**src/rtl/cfgdma_pkg.sv**
```systemverilog
package cfgdma_pkg;
  typedef enum logic [3:0] {
    ST_IDLE,
    ST_FREQ,
    ST_FRSP,
    ST_SEL,
    ST_EXEC,
    ST_RDREQ,
    ST_WRREQ,
    ST_WRRSP,
    ST_WBREQ,
    ST_DONE
  } dma_state_t;

  localparam int unsigned CB_ERR   = 0;
  localparam int unsigned CB_READ  = 1;
  localparam int unsigned CB_SKIP  = 2;
  localparam int unsigned CB_SEL   = 3;
  localparam int unsigned CB_WRITE = 4;
  localparam int unsigned CTRL_W   = 32;
  localparam int unsigned DESC_BYTES = 16;
endpackage

```
**src/rtl/cfgdma_trigger.sv**
```systemverilog
module cfgdma_trigger #(
  parameter int unsigned ADDR_W = 64
) (
  input  logic              clk,
  input  logic              rst_n,
  input  logic              wr_hi,
  input  logic              wr_lo,
  input  logic [ADDR_W/2-1:0] data_hi,
  input  logic [ADDR_W/2-1:0] data_lo,
  input  logic              block,
  input  logic              clear,
  output logic              start,
  output logic [ADDR_W-1:0] start_addr
);
  localparam int unsigned HALF = ADDR_W / 2;

  logic [HALF-1:0] hi_q;

  always_ff @(posedge clk) begin
    if (!rst_n) begin
      hi_q       <= '0;
      start      <= 1'b0;
      start_addr <= '0;
    end else begin
      start <= 1'b0;
      if (clear) begin
        hi_q <= '0;
      end else if (!block && !start) begin
        if (wr_hi) hi_q <= data_hi;
        if (wr_lo) begin
          start      <= 1'b1;
          start_addr <= {(wr_hi ? data_hi : hi_q), data_lo};
        end
      end
    end
  end
endmodule

```
**src/rtl/cfgdma_desc.sv**
```systemverilog
module cfgdma_desc #(
  parameter int unsigned NBYTES = 16,
  parameter int unsigned ADDR_W = 64,
  parameter int unsigned LEN_W  = 32
) (
  input  logic              clk,
  input  logic              rst_n,
  input  logic              clr,
  input  logic              shift_en,
  input  logic [7:0]        byte_in,
  output logic [31:0]       ctrl,
  output logic [LEN_W-1:0]  len,
  output logic [ADDR_W-1:0] buf_addr
);
  localparam int unsigned W = NBYTES * 8;

  logic [7:0] bytes_q [NBYTES];
  logic [W-1:0] flat;

  always_ff @(posedge clk) begin
    if (!rst_n || clr) begin
      for (int i = 0; i < NBYTES; i++) bytes_q[i] <= '0;
    end else if (shift_en) begin
      for (int i = 0; i < NBYTES - 1; i++) bytes_q[i] <= bytes_q[i+1];
      bytes_q[NBYTES-1] <= byte_in;
    end
  end

  // first fetched byte ends in slot 0 and is most significant
  for (genvar g = 0; g < NBYTES; g++) begin : g_flat
    assign flat[W-1-8*g -: 8] = bytes_q[g];
  end

  assign ctrl     = flat[W-1 -: 32];
  assign len      = flat[W-33 -: LEN_W];
  assign buf_addr = flat[W-33-LEN_W -: ADDR_W];
endmodule

```
**src/rtl/cfgdma_bounds.sv**
```systemverilog
module cfgdma_bounds #(
  parameter int unsigned LEN_W = 32
) (
  input  logic [LEN_W-1:0] cur_off,
  input  logic [LEN_W-1:0] cnt,
  input  logic [LEN_W-1:0] len,
  input  logic [LEN_W-1:0] size,
  input  logic             writable,
  output logic             past_end,
  output logic             write_ok
);
  logic [LEN_W:0] rd_pos;
  logic [LEN_W:0] wr_end;

  always_comb begin
    rd_pos   = {1'b0, cur_off} + {1'b0, cnt};
    wr_end   = {1'b0, cur_off} + {1'b0, len};
    past_end = rd_pos >= {1'b0, size};
    write_ok = writable && (wr_end <= {1'b0, size});
  end
endmodule

```
**src/rtl/cfg_dma_engine.sv**
```systemverilog
module cfg_dma_engine
  import cfgdma_pkg::*;
#(
  parameter int unsigned ADDR_W = 64,
  parameter int unsigned LEN_W  = 32,
  parameter int unsigned KEY_W  = 16,
  parameter logic [63:0] SIGNATURE = 64'h4346_4744_4D41_3031
) (
  input  logic                clk,
  input  logic                rst_n,
  input  logic                host_wr_hi,
  input  logic                host_wr_lo,
  input  logic [ADDR_W/2-1:0] host_wdata_hi,
  input  logic [ADDR_W/2-1:0] host_wdata_lo,
  output logic [63:0]         host_rdata,
  output logic                busy,
  output logic                mem_req_valid,
  input  logic                mem_req_ready,
  output logic                mem_req_write,
  output logic [ADDR_W-1:0]   mem_req_addr,
  output logic [7:0]          mem_req_wdata,
  input  logic                mem_rsp_valid,
  output logic                mem_rsp_ready,
  input  logic [7:0]          mem_rsp_data,
  output logic [KEY_W-1:0]    item_key,
  output logic [LEN_W-1:0]    item_off,
  input  logic [LEN_W-1:0]    item_size,
  input  logic                item_writable,
  input  logic [7:0]          item_rd_data,
  output logic                item_wr_en,
  output logic [7:0]          item_wr_data
);
  localparam int unsigned IDX_W      = $clog2(DESC_BYTES);
  localparam int unsigned STAT_BYTES = CTRL_W / 8;

  dma_state_t        state;
  logic              start;
  logic [ADDR_W-1:0] start_addr;
  logic [ADDR_W-1:0] desc_base;
  logic [IDX_W-1:0]  idx;
  logic [LEN_W-1:0]  cnt;
  logic [LEN_W-1:0]  cur_off;
  logic [KEY_W-1:0]  cur_key;
  logic              err;
  logic              done;
  logic              desc_shift;
  logic              desc_clr;
  logic [31:0]       d_ctrl;
  logic [LEN_W-1:0]  d_len;
  logic [ADDR_W-1:0] d_buf;
  logic              past_end;
  logic              write_ok;
  logic              req_fire;
  logic              rsp_fire;
  logic              last_byte;
  logic [7:0]        stat_byte [STAT_BYTES];

  assign host_rdata = SIGNATURE;
  assign busy       = (state != ST_IDLE);
  assign done       = (state == ST_DONE);
  assign req_fire   = mem_req_valid && mem_req_ready;
  assign rsp_fire   = mem_rsp_valid && mem_rsp_ready;
  assign last_byte  = (cnt + 1'b1) == d_len;
  assign desc_clr   = start;
  assign desc_shift = (state == ST_FRSP) && mem_rsp_valid;
  assign item_key   = cur_key;
  assign item_off   = cur_off + cnt;

  // status word, big-endian: error flag lands in the final byte
  for (genvar g = 0; g < STAT_BYTES; g++) begin : g_stat
    if (g == STAT_BYTES - 1) begin : g_low
      assign stat_byte[g] = {7'b0, err};
    end else begin : g_hi
      assign stat_byte[g] = 8'h00;
    end
  end

  cfgdma_trigger #(.ADDR_W(ADDR_W)) u_trig (
    .clk        (clk),
    .rst_n      (rst_n),
    .wr_hi      (host_wr_hi),
    .wr_lo      (host_wr_lo),
    .data_hi    (host_wdata_hi),
    .data_lo    (host_wdata_lo),
    .block      (busy),
    .clear      (done),
    .start      (start),
    .start_addr (start_addr)
  );

  cfgdma_desc #(.NBYTES(DESC_BYTES), .ADDR_W(ADDR_W), .LEN_W(LEN_W)) u_desc (
    .clk      (clk),
    .rst_n    (rst_n),
    .clr      (desc_clr),
    .shift_en (desc_shift),
    .byte_in  (mem_rsp_data),
    .ctrl     (d_ctrl),
    .len      (d_len),
    .buf_addr (d_buf)
  );

  cfgdma_bounds #(.LEN_W(LEN_W)) u_bounds (
    .cur_off  (cur_off),
    .cnt      (cnt),
    .len      (d_len),
    .size     (item_size),
    .writable (item_writable),
    .past_end (past_end),
    .write_ok (write_ok)
  );

  always_comb begin
    mem_req_valid = 1'b0;
    mem_req_write = 1'b0;
    mem_req_addr  = '0;
    mem_req_wdata = 8'h00;
    mem_rsp_ready = 1'b0;
    item_wr_en    = 1'b0;
    item_wr_data  = mem_rsp_data;
    unique case (state)
      ST_FREQ: begin
        mem_req_valid = 1'b1;
        mem_req_addr  = desc_base + ADDR_W'(idx);
      end
      ST_FRSP: mem_rsp_ready = 1'b1;
      ST_RDREQ: begin
        mem_req_valid = 1'b1;
        mem_req_write = 1'b1;
        mem_req_addr  = d_buf + ADDR_W'(cnt);
        mem_req_wdata = past_end ? 8'h00 : item_rd_data;
      end
      ST_WRREQ: begin
        mem_req_valid = 1'b1;
        mem_req_addr  = d_buf + ADDR_W'(cnt);
      end
      ST_WRRSP: begin
        mem_rsp_ready = 1'b1;
        item_wr_en    = mem_rsp_valid;
      end
      ST_WBREQ: begin
        mem_req_valid = 1'b1;
        mem_req_write = 1'b1;
        mem_req_addr  = desc_base + ADDR_W'(idx);
        mem_req_wdata = stat_byte[idx[$clog2(STAT_BYTES)-1:0]];
      end
      default: ;
    endcase
  end

  always_ff @(posedge clk) begin
    if (!rst_n) begin
      state     <= ST_IDLE;
      desc_base <= '0;
      idx       <= '0;
      cnt       <= '0;
      cur_off   <= '0;
      cur_key   <= '0;
      err       <= 1'b0;
    end else begin
      unique case (state)
        ST_IDLE: if (start) begin
          desc_base <= start_addr;
          idx       <= '0;
          err       <= 1'b0;
          state     <= ST_FREQ;
        end
        ST_FREQ: if (req_fire) state <= ST_FRSP;
        ST_FRSP: if (rsp_fire) begin
          if (idx == IDX_W'(DESC_BYTES - 1)) begin
            state <= ST_SEL;
          end else begin
            idx   <= idx + 1'b1;
            state <= ST_FREQ;
          end
        end
        ST_SEL: begin
          if (d_ctrl[CB_SEL]) begin
            cur_key <= d_ctrl[31 -: KEY_W];
            cur_off <= '0;
          end
          cnt   <= '0;
          state <= ST_EXEC;
        end
        ST_EXEC: begin
          idx   <= '0;
          state <= ST_WBREQ;
          if (d_ctrl[CB_READ]) begin
            if (d_len != '0) state <= ST_RDREQ;
          end else if (d_ctrl[CB_WRITE]) begin
            if (!write_ok) err <= 1'b1;
            else if (d_len != '0) state <= ST_WRREQ;
          end else if (d_ctrl[CB_SKIP]) begin
            cur_off <= cur_off + d_len;
          end
        end
        ST_RDREQ: if (req_fire) begin
          if (last_byte) begin
            cur_off <= cur_off + d_len;
            cnt     <= '0;
            state   <= ST_WBREQ;
          end else begin
            cnt <= cnt + 1'b1;
          end
        end
        ST_WRREQ: if (req_fire) state <= ST_WRRSP;
        ST_WRRSP: if (rsp_fire) begin
          if (last_byte) begin
            cur_off <= cur_off + d_len;
            cnt     <= '0;
            state   <= ST_WBREQ;
          end else begin
            cnt   <= cnt + 1'b1;
            state <= ST_WRREQ;
          end
        end
        ST_WBREQ: if (req_fire) begin
          if (idx == IDX_W'(STAT_BYTES - 1)) state <= ST_DONE;
          else idx <= idx + 1'b1;
        end
        ST_DONE: state <= ST_IDLE;
        default: state <= ST_IDLE;
      endcase
    end
  end
endmodule

```
**config.mk**
```make
export PLATFORM = sky130hd
export DESIGN_NAME = cfg_dma_engine
export DESIGN_NICKNAME = d
export VERILOG_FILES = /design/src/rtl/cfgdma_pkg.sv /design/src/rtl/cfgdma_trigger.sv /design/src/rtl/cfgdma_desc.sv /design/src/rtl/cfgdma_bounds.sv /design/src/rtl/cfg_dma_engine.sv
export SDC_FILE = /design/constraint.sdc
export NUM_CORES = 1
export LEC_CHECK = 0
export ABC_AREA = 1
export BUFFER_PORTS_ARGS = -buffer_cell sky130_fd_sc_hd__buf_2
export CORE_MARGIN = 5
export CORE_UTILIZATION = 60
export CTS_CLUSTER_DIAMETER = 150
export CTS_CLUSTER_SIZE = 25
export DETAILED_ROUTE_END_ITERATION = 12
export PLACE_DENSITY = 0.82
export SETUP_SLACK_MARGIN = 0.02
export SYNTH_ARGS = -nofsm -noshare
export SYNTH_HDL_FRONTEND = slang
export SYNTH_SLANG_ARGS = --single-unit
export TNS_END_PERCENT = 100
```
**constraint.sdc**
```tcl
create_clock -name clk -period 18.1 [get_ports clk]
set_input_delay 1.81 -clock clk [delete_from_list [all_inputs] [get_ports clk]]
set_output_delay 1.81 -clock clk [all_outputs]
set_load 0.01 [all_outputs]
```
==> results.md <==
- Status: finished clean
- Hold_sp: u_trig.hi_q[4]
- Sequential element share of the synthesized area: 0.336
- Initial cell density of the core: 0.609
- Full die area: 48,200 sq um
- Worst-Margin Slew: about 1.2 ns
- Worst Hold Path EP: u_trig.hi_q[4]
- Max FO, Critical Path: 8
- Min-Delay Path Depth: 2
- Sum of buffers and inverters on the critical path: 2
- Overall die width: 220 microns
- Number of distinct library cells after synthesis: 55
- Synth-to-layout area growth: 7.50%
- Reg-to-Reg Start: u_desc.bytes_q[7][0]
- Final Hold Violating Endpoints: 0
- Die H: 220 microns
- Routed Antenna Nets: 0
- Largest delay contributor family on the critical path: compound AO/OA/AOI/OAI gates
- Post-CTS Setup Repair Bufs: 0
- PortBufs: 251
- EDFF count, synth: around 130
- Mapped Area: 26,300 sq um
- YS warnings: 0
- FF-to-FF End: state[3]
- Initial antenna violation count: 1
- TritonCTS clock tree: built
- Slowest CP cell: dfxtp_1
- CTS sink count: 378
- Clk_lat worst skew: 0.55 ns
- Slew margin rel.: 0.204
- Vias in the first global route: between 20,000 and 25,000
- FF-to-FF path depth: 23
- Worst setup EP type: primary output
- Setup-failing EPs final: 0
- RSZ-0062 raised after global routing: no
- Most common cell after layout, fill and taps aside: nand2_1
- DP HPWL: roughly 65 mm
- Worst EP required: 16.29 ns
- Clock root buffer: clkbuf_16
- Hold Path Class: flop to flop
- Routed len/inst: approximately 17 microns
- Max-slew violation count: 0
- Seq cells post-synth: 378
- Share of cells above drive strength 1: 0.0816
- H-tree depth: 1
- Largest stage delay on the critical path: 0.53 ns
- DR vias: 26,017
- Highest clock rate: ~150 MHz
- Core area: 43,300 sq um
- Fin nets: 4,372
- MaxCap Viol Count: 0
- Top cells by area, synth: dfxtp_1 19%, edfxtp_1 15%, nand2_1 11%
- Drt via density: 5.56
- Crit path cell chain: ha_1 > a21o_1 > a31oi_1 > o21ai_0 > a31oi_1 > o21bai_1 > nand2_1 > o211ai_1 > a21oi_1 > xnor2_1 > ha_1 > nand4_1 > inv_1 > nand2_1 > nor4_1 > nand3_1 > o2111ai_1 > nand3b_1 > o21ai_0 > buf_2
- Arrival time worst endpoint: 4.91 ns
- I/O Pins: 316
- Min Tclk post-route: ~6.7 ns
- Cell row count: 76
- Largest net degree at the start of global routing: around 120
- Post-synth top area cell: dfxtp_1
- Final GP Congestion: 0.999
- Final period utilization: 0.371
- DRC violations left: 0
- PwrDens: between 70 and 80 nW/um^2
- Reg2Reg Setup Slack: 13.29 ns
- VDD IR max: 96.1 uV
- Synthesized area per cell: 6.73 sq um
- Antenna diodes: 0
- Most used flip-flop cell after synthesis: dfxtp_1
- Placed Cells incl. Taps: 4,647
- Fin Setup TNS: 0 ns
- Cells after Synth: between 3,000 and 4,000
- Kind of critical path: flop to primary output
- First-pass GRT wire length: 127 mm
- GRT Resource Usage Total: 0.328
- CP Launch Type: flop
- Top-area cell type share of the netlist area: 0.190
- CTS clk-pin slew, worst paths: approximately 0.11 ns
- Maximum clock insertion buffer count: 3
- CTS Hold Buffers Added: 0
- Post-Route Skew: 0.0275 ns
- Post-CTS sizing: 0
- Synth async-reset ratio: 0
- Most frequent cells in the layout: 771 x nand2_1, 558 x nor2_1, 532 x inv_1
- CTS Buf Count: 19
- Non-Filler Instances: between 4,000 and 5,000
- Drt initial violations: 2,713
- Post-Route WL: 81.8 mm
- Initial DRT Pass Iterations: 6
- Grt total ovfl: 0
- Pleak: about 0.013 uW
- Critical path depth in cells: 20
through the flow:
step | total power (uW) | worst slack (ns) | hold WS (ns) | utilization | instance area [sq um]
floorplan | 1560 | 6.51 | 0.424 | - | 26600
global placement | 1720 | 12.18 | 0.432 | 0.642 | 27800
detailed placement | 1740 | 12.01 | 0.440 | 0.642 | 27800
CTS | 2210 | 11.42 | 0.455 | 0.654 | 28300
global route | 2350 | 10.93 | 0.469 | 0.654 | 28300
finish | 2210 | 11.38 | 0.450 | 0.654 | 28300
per-layer routing:
| layer | share of wire | GRT usage |
|---|---|---|
| met1 | 0.42 | 0.436 |
| met2 | 0.45 | 0.541 |
| met3 | 0.076 | 0.0367 |
| met4 | 0.053 | 0.152 |
| met5 | 0.000086 | 0 |
cell families (layout without fill, tap and decap cells):
logic type               after synthesis  count (layout)  synth area share
AND/OR/NAND/NOR                     1722            1722             0.270
AO/OA/AOI/OAI                        830             830             0.168
buffers and inverters                720             839             0.113
flip-flops                           378             378             0.336
adder cells (fa/ha/maj)              170             170            0.0819
XOR/XNOR                              90              90            0.0299
other                                  2              64          0.000285
registers in the layout, summed over array words and instances, names as in the netlist:
register	cells
u_desc.bytes_q	128
desc_base	64
u_trig.start_addr	64
cnt	32
cur_off	32
u_trig.hi_q	32
item_key	16
idx	4
state	4
err	1
u_trig.start	1
final cells by class:
type | instances | area, sq um
flip-flops and latches | 378 | 8850
fillers | 4120 | 15000
repair buffers | 270 | 1400
well taps | 585 | 732
clock buffers | 30 | 517
inverters | 538 | 2020
clock inverters | 1 | 30.0
multi-input cells | 2876 | 14800
cells in the mapped netlist, drive strengths merged (7+ instances only):
| cell | number |
|---|---|
| nor3 | 82 |
| xnor2 | 29 |
| buf | 83 |
| o21ai | 350 |
| o21bai | 7 |
| a31oi | 33 |
| o21a | 8 |
| or2 | 9 |
| nand3 | 200 |
| dfxtp | 250 |
| o31ai | 7 |
| nand2 | 778 |
| nor2 | 573 |
| nand4 | 38 |
| o22ai | 14 |
| clkbuf | 99 |
| xor2 | 61 |
| inv | 537 |
| nor4 | 33 |
| ha | 166 |
| a21o | 16 |
| a21oi | 362 |
| edfxtp | 128 |
how the worst max path moves through the flow:
| stage | slack, ns | from | to |
|---|---|---|---|
| finish | 11.38 | cnt[2] | mem_req_wdata[0] |
| global route | 10.93 | cnt[0] | mem_req_wdata[0] |
| CTS | 11.42 | cnt[0] | mem_req_wdata[0] |
| detailed placement | 12.01 | cnt[0] | mem_req_wdata[0] |
| global placement | 12.18 | cnt[0] | mem_req_wdata[0] |
| floorplan | 6.51 | mem_rsp_valid | u_desc.bytes_q[0][0] |
worst register-to-register path: cells and delay by family, from the launching register on:
family          cells  cell delay (ns)
compound gates      4             0.91
xor+xnor            1             0.28
fa+ha+maj           3             0.83
buf+inv             1             0.06
flops               1             0.50
simple gates       14             2.09
power breakdown:
group / leakage, uW / total, uW / internal, uW / switching (uW)
sequential: 0.00339 / 1140 / 1030 / 105
combinational: 0.00903 / 589 / 177 / 412
clock: 0.000259 / 485 / 202 / 283
(Power assumes the default switching activity.)
